[config.mk]
export PLATFORM = sky130hd
export DESIGN_NAME = hold_addr_decoder
export DESIGN_NICKNAME = d
export VERILOG_FILES = /design/src/rtl/hdec_pkg.sv /design/src/rtl/hdec_hold.sv /design/src/rtl/hdec_leaf.sv /design/src/rtl/hold_addr_decoder.sv
export SDC_FILE = /design/constraint.sdc
export NUM_CORES = 1
export LEC_CHECK = 0
export BUFFER_PORTS_ARGS = -buffer_cell sky130_fd_sc_hd__buf_2
export CAP_MARGIN = 20
export CORE_AREA = 2 2 39 41
export CTS_BUF_LIST = sky130_fd_sc_hd__clkbuf_8
export DETAILED_ROUTE_END_ITERATION = 6
export DIE_AREA = 0 0 41 43
export PLACE_DENSITY = 0.41
export SYNTH_ARGS = -nofsm -noshare
export SYNTH_HDL_FRONTEND = slang
export SYNTH_SLANG_ARGS = --single-unit
[constraint.sdc]
create_clock -name clk_i -period 1.01 [get_ports clk_i]
set_input_delay 0.101 -clock clk_i [delete_from_list [all_inputs] [get_ports clk_i]]
set_output_delay 0.101 -clock clk_i [all_outputs]
set_load 0.01 [all_outputs]
[src/rtl/hdec_pkg.sv]
package hdec_pkg;

  // Both enables must be asserted for any output to go low.
  function automatic logic gate_open(input logic en_lo_n, input logic en_hi);
    return (!en_lo_n) && en_hi;
  endfunction

  // Total address width for a leaf width and cascade depth.
  function automatic int total_addr_w(input int seg_w, input int cascade);
    return seg_w * (cascade + 1);
  endfunction

  // Select the effective address: live pins when transparent, register when held.
  function automatic logic [15:0] pick_addr(input logic frz,
                                            input logic [15:0] live,
                                            input logic [15:0] held);
    return frz ? held : live;
  endfunction

endpackage

[src/rtl/hdec_hold.sv]
module hdec_hold #(
  parameter int W = 3
) (
  input  logic         clk_i,
  input  logic         rst_i,
  input  logic [W-1:0] addr_i,
  input  logic         freeze_i,
  output logic [W-1:0] held_o,
  output logic [W-1:0] eff_o
);
  import hdec_pkg::*;

  logic [W-1:0] held_q;
  logic [15:0]  live_x;
  logic [15:0]  held_x;
  logic [15:0]  eff_x;

  // Reload on every edge while transparent; keep the value while frozen.
  always_ff @(posedge clk_i) begin
    if (rst_i) begin
      held_q <= '0;
    end else if (!freeze_i) begin
      held_q <= addr_i;
    end
  end

  always_comb begin
    live_x = '0;
    held_x = '0;
    live_x[W-1:0] = addr_i;
    held_x[W-1:0] = held_q;
    eff_x = pick_addr(freeze_i, live_x, held_x);
  end

  assign held_o = held_q;
  assign eff_o  = eff_x[W-1:0];

endmodule

[src/rtl/hdec_leaf.sv]
module hdec_leaf #(
  parameter int SEG_W = 3,
  localparam int N = 1 << SEG_W
) (
  input  logic [SEG_W-1:0] seg_i,
  input  logic             en_lo_n_i,
  input  logic             en_hi_i,
  output logic [N-1:0]     sel_n_o
);
  import hdec_pkg::*;

  logic open_w;
  assign open_w = gate_open(en_lo_n_i, en_hi_i);

  always_comb begin
    for (int k = 0; k < N; k++) begin
      sel_n_o[k] = !(open_w && (seg_i == SEG_W'(k)));
    end
  end

endmodule

[src/rtl/hold_addr_decoder.sv]
module hold_addr_decoder #(
  parameter int SEG_W   = 3,
  parameter int CASCADE = 0,
  localparam int ADDR_W = SEG_W * (CASCADE + 1),
  localparam int OUT_W  = 1 << ADDR_W
) (
  input  logic              clk_i,
  input  logic              rst_i,
  input  logic [ADDR_W-1:0] addr_i,
  input  logic              freeze_i,
  input  logic              en_lo_n_i,
  input  logic              en_hi_i,
  output logic [OUT_W-1:0]  sel_n_o
);
  localparam int LEAF_N = 1 << SEG_W;

  // Named internal events for the checker.
  logic [ADDR_W-1:0] held_addr;
  logic [ADDR_W-1:0] eff_addr;

  hdec_hold #(.W(ADDR_W)) u_hold (
    .clk_i    (clk_i),
    .rst_i    (rst_i),
    .addr_i   (addr_i),
    .freeze_i (freeze_i),
    .held_o   (held_addr),
    .eff_o    (eff_addr)
  );

  generate
    if (CASCADE == 0) begin : g_single
      hdec_leaf #(.SEG_W(SEG_W)) u_leaf (
        .seg_i     (eff_addr),
        .en_lo_n_i (en_lo_n_i),
        .en_hi_i   (en_hi_i),
        .sel_n_o   (sel_n_o)
      );
    end else begin : g_cascade
      logic [LEAF_N-1:0] grp_n;

      // First level: upper field, gated by the external enables.
      hdec_leaf #(.SEG_W(SEG_W)) u_top (
        .seg_i     (eff_addr[ADDR_W-1:SEG_W]),
        .en_lo_n_i (en_lo_n_i),
        .en_hi_i   (en_hi_i),
        .sel_n_o   (grp_n)
      );

      // Second level: each group enabled by one first-level output.
      for (genvar g = 0; g < LEAF_N; g++) begin : g_grp
        hdec_leaf #(.SEG_W(SEG_W)) u_sub (
          .seg_i     (eff_addr[SEG_W-1:0]),
          .en_lo_n_i (grp_n[g]),
          .en_hi_i   (1'b1),
          .sel_n_o   (sel_n_o[g*LEAF_N +: LEAF_N])
        );
      end
    end
  endgenerate

endmodule

Word level (Yosys, flattened, before mapping)
Index checks and enable logic that the tools add are counted.

Eq/ne operators: 7. Mux-type cells: 1. Reduce and logical (&&, ||, !) cells: 19.

Operators by type and width (count): $eq 3x3->1 const B (4); $logic_and 1x1->1 (9); $logic_not 1->1 (9); $eq 3x2->1 const B (2); $eq 3x1->1 const B (1); $logic_not 3->1 (1); $mux 3 (1).

Flip-flop bits (word level): 3. Input port bits: 8. Output and inout port bits: 8. Logic and storage cells: 28.

Logic depth before layout (Yosys ltp)
Word-level depth: 4. Depth in mapped cells: 3. Depth with buffers taken out: 2.

Hierarchy
From an unflattened synthesis, not the netlist that was laid out.

Cells, all modules: 22. Area total of the unflattened synthesis: 197.7 sq um.

Modules (own cells, without submodules): hdec_hold (times used 1, cells an instance 9, area an instance 127.6 sq um, seq. area each 60.1 sq um); hdec_leaf (times used 1, cells an instance 13, area an instance 70.1 sq um, seq. area each 0.0 sq um).

Least setup slack after synthesis
No wires, ideal clock.

Path kind: register to output. Start: reg u_hold.held_q[1] (netlist: u_hold.held_o[1]). End: out sel_n_o[1]. Arrival: 0.807 ns. Data required time: 0.909 ns. Path slack: 0.102 ns. Cell stages (with the launch flop): 3. Path buffers: 0. Path through: dfxtp_1 -> and3b_1 -> o211ai_1.

Word-level cells in the longest chain between the ends: 4.

Ends and longest elaborated chain: start: declaration (RTL line hdec_hold.sv:13) `logic [W-1:0] held_q;`; start signal: assignment (RTL line hdec_hold.sv:23) `held_q <= addr_i;`; $mux 3 (RTL line hdec_pkg.sv:17) `return frz ? held : live;`; $eq 3x1->1 (RTL line hdec_leaf.sv:17) `sel_n_o[k] = !(open_w && (seg_i == SEG_W'(k)));`; $logic_and 1x1->1 (RTL line hdec_leaf.sv:17); $logic_not 1->1 (RTL line hdec_leaf.sv:17); end: declaration (RTL line hold_addr_decoder.sv:13) `output logic [OUT_W-1:0] sel_n_o`.

No other way between the ends.

Final worst setup path
Start: reg u_hold.held_q[2] (netlist: u_hold.held_o[2]). End: out sel_n_o[7].

Word-level cells in the longest chain between the ends: 4.

Ends and longest elaborated chain (RTL line): $mux 3 (hdec_pkg.sv:17); $eq 3x3->1 (hdec_leaf.sv:17); $logic_and 1x1->1 (hdec_leaf.sv:17); $logic_not 1->1 (hdec_leaf.sv:17).

No other way between the ends.

==> results.yml <==
power:
  seqPwrFrac: 0.236
  clock_power_share: 0.582
  irDropWorstVdd_mv: 0.498
  total_power_uw: 567
  internal_power_uw: 438
  leakage_uw: 0.000186
  pwr_density_cell_mw_per_mm2: 1280
  switching_power_uw: 129
  power.share.switching: 0.227
  combPwrFrac: 0.182
floorplan:
  rows: 14
  die_x_um: 41
  design.die.area_mm2: 0.00176
  die_h_um: 43
  io_pins: 16
  initial_core_util: 0.196
  core_mm2: 0.00138
worst_hold_path:
  hold_class: "input pin to flip-flop"
  holdPathStages: 2
placement:
  place_congestion: 0.640
  port_buffers: 15
  dpl.hpwl_um: 504
  place_ws_ns: -0.0213
  dp_cells: 61
global_routing:
  grt_pass1_wl_um: 972
  grt_antenna_before_repair: 0
  grtUsageTotal: 0.0842
  grt_overflow: 0
  grt_max_degree: 9
  first_global_vias: 231
route:
  drc_errors: 0
  drt_iter0_drc: 8
  wl_per_cell_um: 9.77
  num_vias: 302
  final_antenna_net_count: 0
  routed_wl_um: 645
  viasPerCell: 4.58
  drtPass1Iterations: 4
synthesis:
  yosys.area.top_type: "dfxtp_1"
  syn-mean-instance-area_um2: 9.36
  synthTopCellsByArea: "dfxtp_1, o211ai_1, and3b_1, mux2i_4, mux2i_1"
  synth.top_cell.area_share: 0.221
  ys_seq_area_frac: 0.221
  yosysWarnings: 0
  synth_nets: 37
  ys_seq_elements: 3
  synth_area_um2: 272
  synthCells: 29
  synthDistinctLibCells: 14
clock_network:
  htree_levels: 1
  clock_latency_ns: 0.21
  clkSinkCount: 3
  clockRootBuffer: "clkbuf_8"
  clk_path_buf_depth: 2
  numCtsBuffers: 3
  clk_pin_slew_ns: 0.03
  cts_tree: "done"
  postCtsHoldBufs: 0
final_layout:
  fin_nets: 59
  layout-drive-gt1-share: 0.580
  num_antenna_cells: 0
  fin_cells: 66
  largest_reg_flops: 3
  area_growth_syn_to_layout_pct: 63.6
  final_core_util: 0.321
critical_path:
  crit_arrival_ns: 1.06
  r2r_cells: 3
  crit_type: "flip-flop to primary output"
  cp-start-kind: "flip-flop"
  path_max_fanout: 4
  required_ns: 0.91
  cp-end-kind: "primary output"
sta:
  slew_headroom: 0.663
  setup_slack_ns: -0.149
  setup_viol: 8
  rsz0062_at_grt: "true"
  max_freq_mhz: 863
  skew_ns: 0
  tns_ns: -1.10
  worst_slew_pin_slew_ns: 0.504
  drv_slew: 0
  hold_viol: 0
  post-route-min-period_ns: 1.16
  finalCritPeriodShare: 1.15
job:
  cap_violations: 0
run_status:
  violations: "negative setup slack"
  status: "finished, violations left"
[cell families (layout without fill, tap and decap cells)]
group | count (synthesis) | after routing | share of synthesized area
buffers and inverters | 2 | 23 | 0.0553
muxes | 4 | 4 | 0.198
AOI/OAI and AO/OA | 8 | 8 | 0.221
and+or+nand+nor | 12 | 12 | 0.304
DFF | 3 | 3 | 0.221
[layout make-up]
cell class | instances | area, um^2
multi-input cells | 24 | 205
clock buffers | 3 | 41.3
well taps | 16 | 20.0
repair buffers | 19 | 105
clock inverters | 1 | 3.75
fillers | 153 | 940
flip-flops and latches | 3 | 68.8
[cell usage in the layout, fill, tap and decap left out]
master	n
buf_2	15
o211ai_1	8
buf_4	4
and3b_1	3
nor2_1	3
clkbuf_8	3
nor3b_1	2
mux2i_1	2
dfxtp_4	2
mux2i_4	1
nor2b_1	1
and3_4	1
nor3b_2	1
nor3_1	1
mux2_4	1
inv_1	1
dfxtp_2	1
[per-layer routing]
metal  GRT usage  vias to the layer above  part of all wire
met5           0                        -                 0
met4      0.0800                        0                 0
met3      0.0314                        0             0.065
met2       0.106                       10              0.49
met1       0.102                      135              0.44
li1            -                      157                 -
[cells in the mapped netlist]
cell type	number
o211ai_1	8
and3b_1	3
dfxtp_1	3
nor2_1	3
mux2i_1	2
nor3b_1	2
and3_1	1
buf_1	1
buf_6	1
mux2_2	1
mux2i_4	1
nor2b_1	1
nor3_1	1
nor3b_2	1
[what timing repair did]
item,in CTS,in global routing
pin swaps,7,2
gates resized for setup,4,3
setup buffers,1,0
hold endpoints to repair,0,0
setup endpoints to repair,8,8
[through the flow]
step / instance area, um^2 / hold WS (ns)
floorplan: 272 / 0.173
global placement: 374 / 0.297
detailed placement: 374 / 0.289
global route: 444 / 0.0564
CTS: 434 / 0.0565
finish: 444 / 0.0634
[power by group through the flow]
stage                     clock network [uW]  registers [uW]  logic, uW
after global placement                     0             136       98.4
final                                    330             134        103
after detailed placement                   0             136       96.3
after global routing                     355             136        112
after CTS                                346             136        103
after floorplan                            0             134       59.0
[critical path, stage by stage (launching register included)]
cell and delay [ns]:
dfxtp_2 0.32, mux2_4 0.28, o211ai_1 0.09, buf_2 0.15
[worst paths after layout]
kind               startpoint               end  slack (ns)
min                     rst_i  u_hold.held_o[1]        0.06
max reg2reg  u_hold.held_o[2]  u_hold.held_o[2]        0.20
max          u_hold.held_o[2]        sel_n_o[7]       -0.15
min reg2reg  u_hold.held_o[1]  u_hold.held_o[1]        0.53
Power figures use the tool's default switching activity.
